`src/rtl/dvm_pkg.sv`:
```
package dvm_pkg;

    // Verdict carried by the data-valid flag
    typedef enum logic {
        VERDICT_BAD  = 1'b0,
        VERDICT_GOOD = 1'b1
    } verdict_e;

    // Per-bit findings handed from the detectors to the window judge
    typedef struct packed {
        logic run_err;
        logic comma_hit;
    } bit_findings_t;

endpackage

```
`src/rtl/run_length_check.sv`:
```
module run_length_check #(
    parameter int MAX_RUN = 5
) (
    input  logic clk,
    input  logic rst_n,
    input  logic enable,
    input  logic bit_vld,
    input  logic bit_in,
    output logic run_err
);
    localparam int CW = $clog2(MAX_RUN + 2);
    localparam logic [CW-1:0] RUN_LIMIT = CW'(MAX_RUN);
    localparam logic [CW-1:0] RUN_SAT   = CW'(MAX_RUN + 1);

    // run == 0 means no bit seen since enable
    typedef struct packed {
        logic          last_bit;
        logic [CW-1:0] run;
    } run_state_t;

    run_state_t q, d;
    logic       err_d;

    always_comb begin
        d     = q;
        err_d = 1'b0;
        if (!enable) begin
            d = '0;
        end else if (bit_vld) begin
            if (q.run != '0 && bit_in == q.last_bit) begin
                if (q.run < RUN_SAT) begin
                    d.run = q.run + 1'b1;
                end
            end else begin
                d.run = CW'(1);
            end
            d.last_bit = bit_in;
            err_d      = (d.run > RUN_LIMIT);
        end
    end

    always_ff @(posedge clk or negedge rst_n) begin
        if (!rst_n) begin
            q <= '0;
        end else begin
            q <= d;
        end
    end

    assign run_err = err_d;


    run_err_qual_chk: assert property (@(posedge clk) disable iff (!rst_n)
        run_err |-> (bit_vld && enable));


    run_sat_chk: assert property (@(posedge clk) disable iff (!rst_n)
        q.run <= RUN_SAT);

endmodule

```
`src/rtl/comma_detect.sv`:
```
module comma_detect #(
    parameter int           PAT_W = 7,
    parameter logic [PAT_W-1:0] PAT = 7'b0011111
) (
    input  logic clk,
    input  logic rst_n,
    input  logic enable,
    input  logic bit_vld,
    input  logic bit_in,
    output logic comma_hit
);
    localparam int FW = $clog2(PAT_W + 1);
    localparam logic [FW-1:0] FILL_FULL = FW'(PAT_W);

    // Oldest bit sits in the leftmost position
    typedef struct packed {
        logic [PAT_W-1:0] sr;
        logic [FW-1:0]    fill;
    } comma_state_t;

    comma_state_t     q, d;
    logic [PAT_W-1:0] bit_match;

    always_comb begin
        d = q;
        if (!enable) begin
            d = '0;
        end else if (bit_vld) begin
            d.sr = {q.sr[PAT_W-2:0], bit_in};
            if (q.fill < FILL_FULL) begin
                d.fill = q.fill + 1'b1;
            end
        end
    end

    for (genvar i = 0; i < PAT_W; i++) begin : g_match
        assign bit_match[i] = ~(d.sr[i] ^ PAT[i]);
    end

    assign comma_hit = enable && bit_vld && (d.fill == FILL_FULL) && (&bit_match);

    always_ff @(posedge clk or negedge rst_n) begin
        if (!rst_n) begin
            q <= '0;
        end else begin
            q <= d;
        end
    end


    comma_end_chk: assert property (@(posedge clk) disable iff (!rst_n)
        comma_hit |-> (bit_vld && bit_in == PAT[0]));


    comma_fill_chk: assert property (@(posedge clk) disable iff (!rst_n)
        comma_hit |-> (q.fill >= FW'(PAT_W - 1)));

endmodule

```
`src/rtl/window_judge.sv`:
```
module window_judge
    import dvm_pkg::*;
#(
    parameter int WIN_BITS = 32768
) (
    input  logic          clk,
    input  logic          rst_n,
    input  logic          enable,
    input  logic          bit_vld,
    input  bit_findings_t found,
    output logic          data_valid
);
    localparam int CW = (WIN_BITS > 2) ? $clog2(WIN_BITS) : 1;
    localparam logic [CW-1:0] LAST = CW'(WIN_BITS - 1);

    typedef struct packed {
        logic [CW-1:0] cnt;
        logic          run_seen;
        logic          comma_seen;
        verdict_e      dv;
    } judge_state_t;

    judge_state_t q, d;
    logic         win_end;

    always_comb begin
        d       = q;
        win_end = 1'b0;
        if (!enable) begin
            d = '0;
        end else if (bit_vld) begin
            win_end = (q.cnt == LAST);
            if (win_end) begin
                d.cnt        = '0;
                d.run_seen   = 1'b0;
                d.comma_seen = 1'b0;
                d.dv = (!(q.run_seen || found.run_err) && (q.comma_seen || found.comma_hit))
                       ? VERDICT_GOOD : VERDICT_BAD;
            end else begin
                d.cnt        = q.cnt + 1'b1;
                d.run_seen   = q.run_seen   || found.run_err;
                d.comma_seen = q.comma_seen || found.comma_hit;
            end
        end
    end

    always_ff @(posedge clk or negedge rst_n) begin
        if (!rst_n) begin
            q <= '0;
        end else begin
            q <= d;
        end
    end

    assign data_valid = (q.dv == VERDICT_GOOD);


    win_cnt_chk: assert property (@(posedge clk) disable iff (!rst_n)
        q.cnt <= LAST);


    dv_hold_chk: assert property (@(posedge clk) disable iff (!rst_n)
        (enable && !(bit_vld && q.cnt == LAST)) |=> $stable(data_valid));


    dv_off_chk: assert property (@(posedge clk) disable iff (!rst_n)
        !enable |=> (!data_valid && q.cnt == '0));


    idle_cnt_chk: assert property (@(posedge clk) disable iff (!rst_n)
        (enable && !bit_vld) |=> $stable(q.cnt));

endmodule

```
`src/rtl/dv_stream_monitor.sv`:
```
module dv_stream_monitor
    import dvm_pkg::*;
#(
    parameter int               WIN_BITS = 32768,
    parameter int               MAX_RUN  = 5,
    parameter int               PAT_W    = 7,
    parameter logic [PAT_W-1:0] PAT      = 7'b0011111
) (
    input  logic clk,
    input  logic rst_n,
    input  logic mode_en,
    input  logic bit_vld,
    input  logic bit_in,
    output logic data_valid
);
    bit_findings_t found;

    run_length_check #(
        .MAX_RUN (MAX_RUN)
    ) u_run (
        .clk     (clk),
        .rst_n   (rst_n),
        .enable  (mode_en),
        .bit_vld (bit_vld),
        .bit_in  (bit_in),
        .run_err (found.run_err)
    );

    comma_detect #(
        .PAT_W (PAT_W),
        .PAT   (PAT)
    ) u_comma (
        .clk       (clk),
        .rst_n     (rst_n),
        .enable    (mode_en),
        .bit_vld   (bit_vld),
        .bit_in    (bit_in),
        .comma_hit (found.comma_hit)
    );

    window_judge #(
        .WIN_BITS (WIN_BITS)
    ) u_judge (
        .clk        (clk),
        .rst_n      (rst_n),
        .enable     (mode_en),
        .bit_vld    (bit_vld),
        .found      (found),
        .data_valid (data_valid)
    );

endmodule

```
`config.mk`:
```
export PLATFORM = sky130hd
export DESIGN_NAME = dv_stream_monitor
export DESIGN_NICKNAME = d
export VERILOG_FILES = /design/src/rtl/dvm_pkg.sv /design/src/rtl/run_length_check.sv /design/src/rtl/comma_detect.sv /design/src/rtl/window_judge.sv /design/src/rtl/dv_stream_monitor.sv
export SDC_FILE = /design/constraint.sdc
export NUM_CORES = 1
export LEC_CHECK = 0
export BUFFER_PORTS_ARGS = -buffer_cell sky130_fd_sc_hd__buf_2
export CAP_MARGIN = 20
export CORE_MARGIN = 2
export CORE_UTILIZATION = 40
export DETAILED_ROUTE_END_ITERATION = 6
export GPL_TIMING_DRIVEN = 0
export PLACE_DENSITY = 0.53
export SYNTH_ARGS = -nofsm -noshare
export SYNTH_HDL_FRONTEND = slang
export SYNTH_HIERARCHICAL = 1
export SYNTH_SLANG_ARGS = --single-unit
```
`constraint.sdc`:
```
create_clock -name clk -period 4.22 [get_ports clk]
set_input_delay 0 -clock clk [delete_from_list [all_inputs] [get_ports clk]]
set_output_delay 0 -clock clk [all_outputs]
set_load 0.02 [all_outputs]
```
==> summary.txt <==
Synthesis
  • EDFF count, synth: 0
  • Post-synth top flop: dfrtp_1
  • Sequential element share of the synthesized area: 0.474
  • Cell with the most instances after synthesis: dfrtp_1
  • FF+latch count, synth: 31
  • Syn nets: approximately 170
  • Cell count after synthesis: around 160
  • Top cells by area, synth: dfrtp_1 47%, mux2i_1 5.5%, nor2_1 4.4%
  • Largest area contributor in the netlist: dfrtp_1
  • Area share of the leading cell type in the synthesized netlist: 0.474
  • FFs w/ async S/R, synth: 1.00
  • Synth warn: 6
  • Syn Area/Cell: about 10 µm²
  • Top cells by count, synth: 31 x dfrtp_1, 19 x nor2_1, 11 x nand2_1, 10 x a21oi_1, 9 x mux2i_1
  • Synth unique cells: 43
  • Post-Syn Area: between 1500 and 2000 µm²

Global routing
  • Antenna violations before repair: 0
  • Vias in the first global route: between 1000 and 1500
  • Largest net degree at the start of global routing: 32
  • Grt ovf: 0
  • Gr usage total: 0.173
  • First-pass GRT wire length: roughly 6 mm

Detailed routing
  • DRC viols: 0
  • DRT Wirelength: between 3 and 4 mm
  • Vias post-DR: between 1000 and 1500
  • DR iter-0 viols: between 90 and 100
  • Post-DRT Antenna Nets: 0
  • Vias per cell: 5.54
  • Wire per inst: between 10 and 15 µm
  • Router iterations before antenna repair: 4

STA
  • Unrepaired setup endpoints after global routing: no
  • Period Utilization, post-route: 0.481
  • Skew final: 0.00377 ns
  • Final hold violation count: 0
  • Final worst path period need: ~2.0 ns
  • Relative slew slack: 0.541
  • Final setup fails: 0
  • Fmax: around 500 MHz
  • Worst Tran Pin Value: between 0.6 and 0.7 ns
  • PnR worst setup slack: approximately 2.2 ns
  • Setup TNS: 0 ns
  • Max Slew Vio Count: 0

Critical path
  • R2r setup slk: around 2.2 ns
  • RR Endpoint: u_judge/data_valid
  • Worst Reg2Reg Path Length in Cells: 7
  • Arr. time, crit path: around 2.2 ns
  • Slowest stage delay, CP: between 0.4 and 0.5 ns
  • Worst setup SP type: register
  • WP buf/inv: 0
  • Crit path cell chain: ha_1 > and3_2 > a211oi_2 > and4_1 > nor2_1 > or4_1 > mux2i_1
  • WS Path Type: register to register
  • Cell family with most CP delay: simple AND/OR/NAND/NOR gates
  • CP Capture Type: register
  • Worst r2r src: u_comma/q[0]
  • Highest-delay cell along the critical path: dfrtp_1
  • Worst endpoint required time: around 4.4 ns
  • CP max FO: 5

Place
  • Place WS: 2.19 ns
  • GPL Wtd Cong: ~0.86
  • HPWL Detailed: 2.28 mm
  • Buffers on Ports: 5

Outcome
  • Result of the run: complete, no violations

Final layout
  • Layout Utilization: 0.459
  • Layout cells sized above 1: 0.141
  • NumNets Final: between 150 and 200
  • Synth-to-Final Area Change: 11.3%
  • Filler cells: 388
  • Diodes inserted: 0

Clock tree
  • CTS buffer count: 5
  • PostCTS Resize Cnt: 0
  • Worst-path clk slew: around 0.060 ns
  • H-tree depth: 2
  • Clk_lat worst skew: between 0.2 and 0.3 ns
  • Clock Sinks: 31
  • TritonCTS clock tree: yes
  • Clk root buf: clkbuf_8
  • Post-CTS Setup Repair Bufs: 0
  • Longest Clk Path Bufs: 2
  • # hold bufs at CTS: 1

Floorplanning
  • Initial core utilization: 0.412
  • Die footprint: about 4600 µm²
  • Die width: 68.0 µm
  • Die H: 68.0 µm
  • Core footprint: between 3000 and 4000 µm²
  • Placement Rows: 23
  • I/O pins: 6

Power
  • Leakage: ~0.8 nW
  • Pwr dens: approximately 320 nW/µm²
  • Total power: roughly 600 µW
  • Max IR drop VDD: about 0.19 mV

Min path
  • Worst-case hold path end point: u_run/q[3]
  • Hold Path Stages: 3
  • Hold Crit Class: input port to register
  • Hold Startpoint: bit_in

Job
  • Max-Cap Viols: 0
how the worst max path moves through the flow:
stage	slack (ns)	from	depth (start not counted)	to
floorplan	2.35	u_comma/q[0]	7	u_judge/data_valid
global placement	2.21	u_comma/q[0]	7	u_judge/data_valid
detailed placement	2.19	u_comma/q[0]	7	u_judge/data_valid
CTS	2.17	u_comma/q[0]	7	u_judge/data_valid
global route	2.08	u_comma/q[0]	7	u_judge/data_valid
finish	2.19	u_comma/q[0]	7	u_judge/data_valid
layout make-up:
| cell class | instances | area, µm² | area share |
|---|---|---|---|
| multi-input combinational | 125 | 822 | 0.451 |
| sequential | 31 | 776 | 0.426 |
| clock buffer | 6 | 82.6 | 0.0453 |
| tap | 50 | 62.6 | 0.0343 |
| timing repair buffer | 6 | 35.0 | 0.0192 |
| buffer | 4 | 25.0 | 0.0137 |
| inverter | 4 | 15.0 | 0.00824 |
| clock inverter | 1 | 5.00 | 0.00275 |
stage by stage:
stage / cells / hold slack, ns / area, µm²
after floorplan: 164 / -0.296 / 1640
after global placement: 219 / 0.0847 / 1730
after detailed placement: 219 / 0.0879 / 1730
after CTS: 227 / 0.0626 / 1820
after global routing: 227 / 0.0860 / 1820
final: 227 / 0.0674 / 1820
flip-flops by register name, indices dropped and copies added (netlist names):
| name | count |
|---|---|
| u_judge/data_valid | 1 |
| u_run/q | 4 |
| u_comma/q | 9 |
| u_judge/q | 17 |
kinds of logic (layout without fill, tap and decap cells):
logic type                 Yosys count  in the layout  synth area share
buffers and inverters                8             21            0.0244
DFF                                 31             31             0.474
xor gates and xnor gates            10             10            0.0581
muxes                                9              9            0.0550
and+or+nand+nor                     77             77             0.259
adders and majority gates            4              4            0.0306
AOI/OAI and AO/OA                   25             25            0.0993
metal layers:
layer | share of wire | GRT usage
met1 | 0.47 | 0.213
met2 | 0.49 | 0.284
met3 | 0.027 | 0.0493
met4 | 0.0058 | 0.0675
met5 | 0 | 0
report_power, final:
| part | internal, mW | total, mW | switching (mW) |
|---|---|---|---|
| sequential | 0.303 | 0.309 | 0.00654 |
| combinational | 0.0161 | 0.0448 | 0.0287 |
| clock | 0.128 | 0.231 | 0.103 |
tightest hold or removal path, cell delays in order:
cell	delay, ns
buf_2	0.12
mux2i_1	0.08
nor2b_1	0.10
placed cells by master (no fill, tap or decap), types with 2 or more instances in the layout:
master | Yosys | routed
a211oi_2 | 2 | 2
a21oi_1 | 10 | 10
and3_1 | 2 | 2
and3_2 | 2 | 2
buf_2 | 2 | 7
clkbuf_8 | 0 | 6
dfrtp_1 | 31 | 31
ha_1 | 4 | 4
inv_1 | 3 | 3
mux2i_1 | 9 | 9
nand2_1 | 11 | 11
nand2b_1 | 3 | 3
nand3_1 | 5 | 5
nand3b_1 | 2 | 2
nand4_1 | 8 | 8
nand4b_1 | 3 | 3
nor2_1 | 19 | 19
nor2b_1 | 4 | 4
nor3_1 | 4 | 4
nor4_1 | 3 | 3
o21ai_0 | 5 | 5
or3b_2 | 2 | 2
or4_1 | 2 | 2
xnor2_1 | 3 | 3
xor2_1 | 6 | 6
No activity file was read; power rests on OpenSTA's default activity.
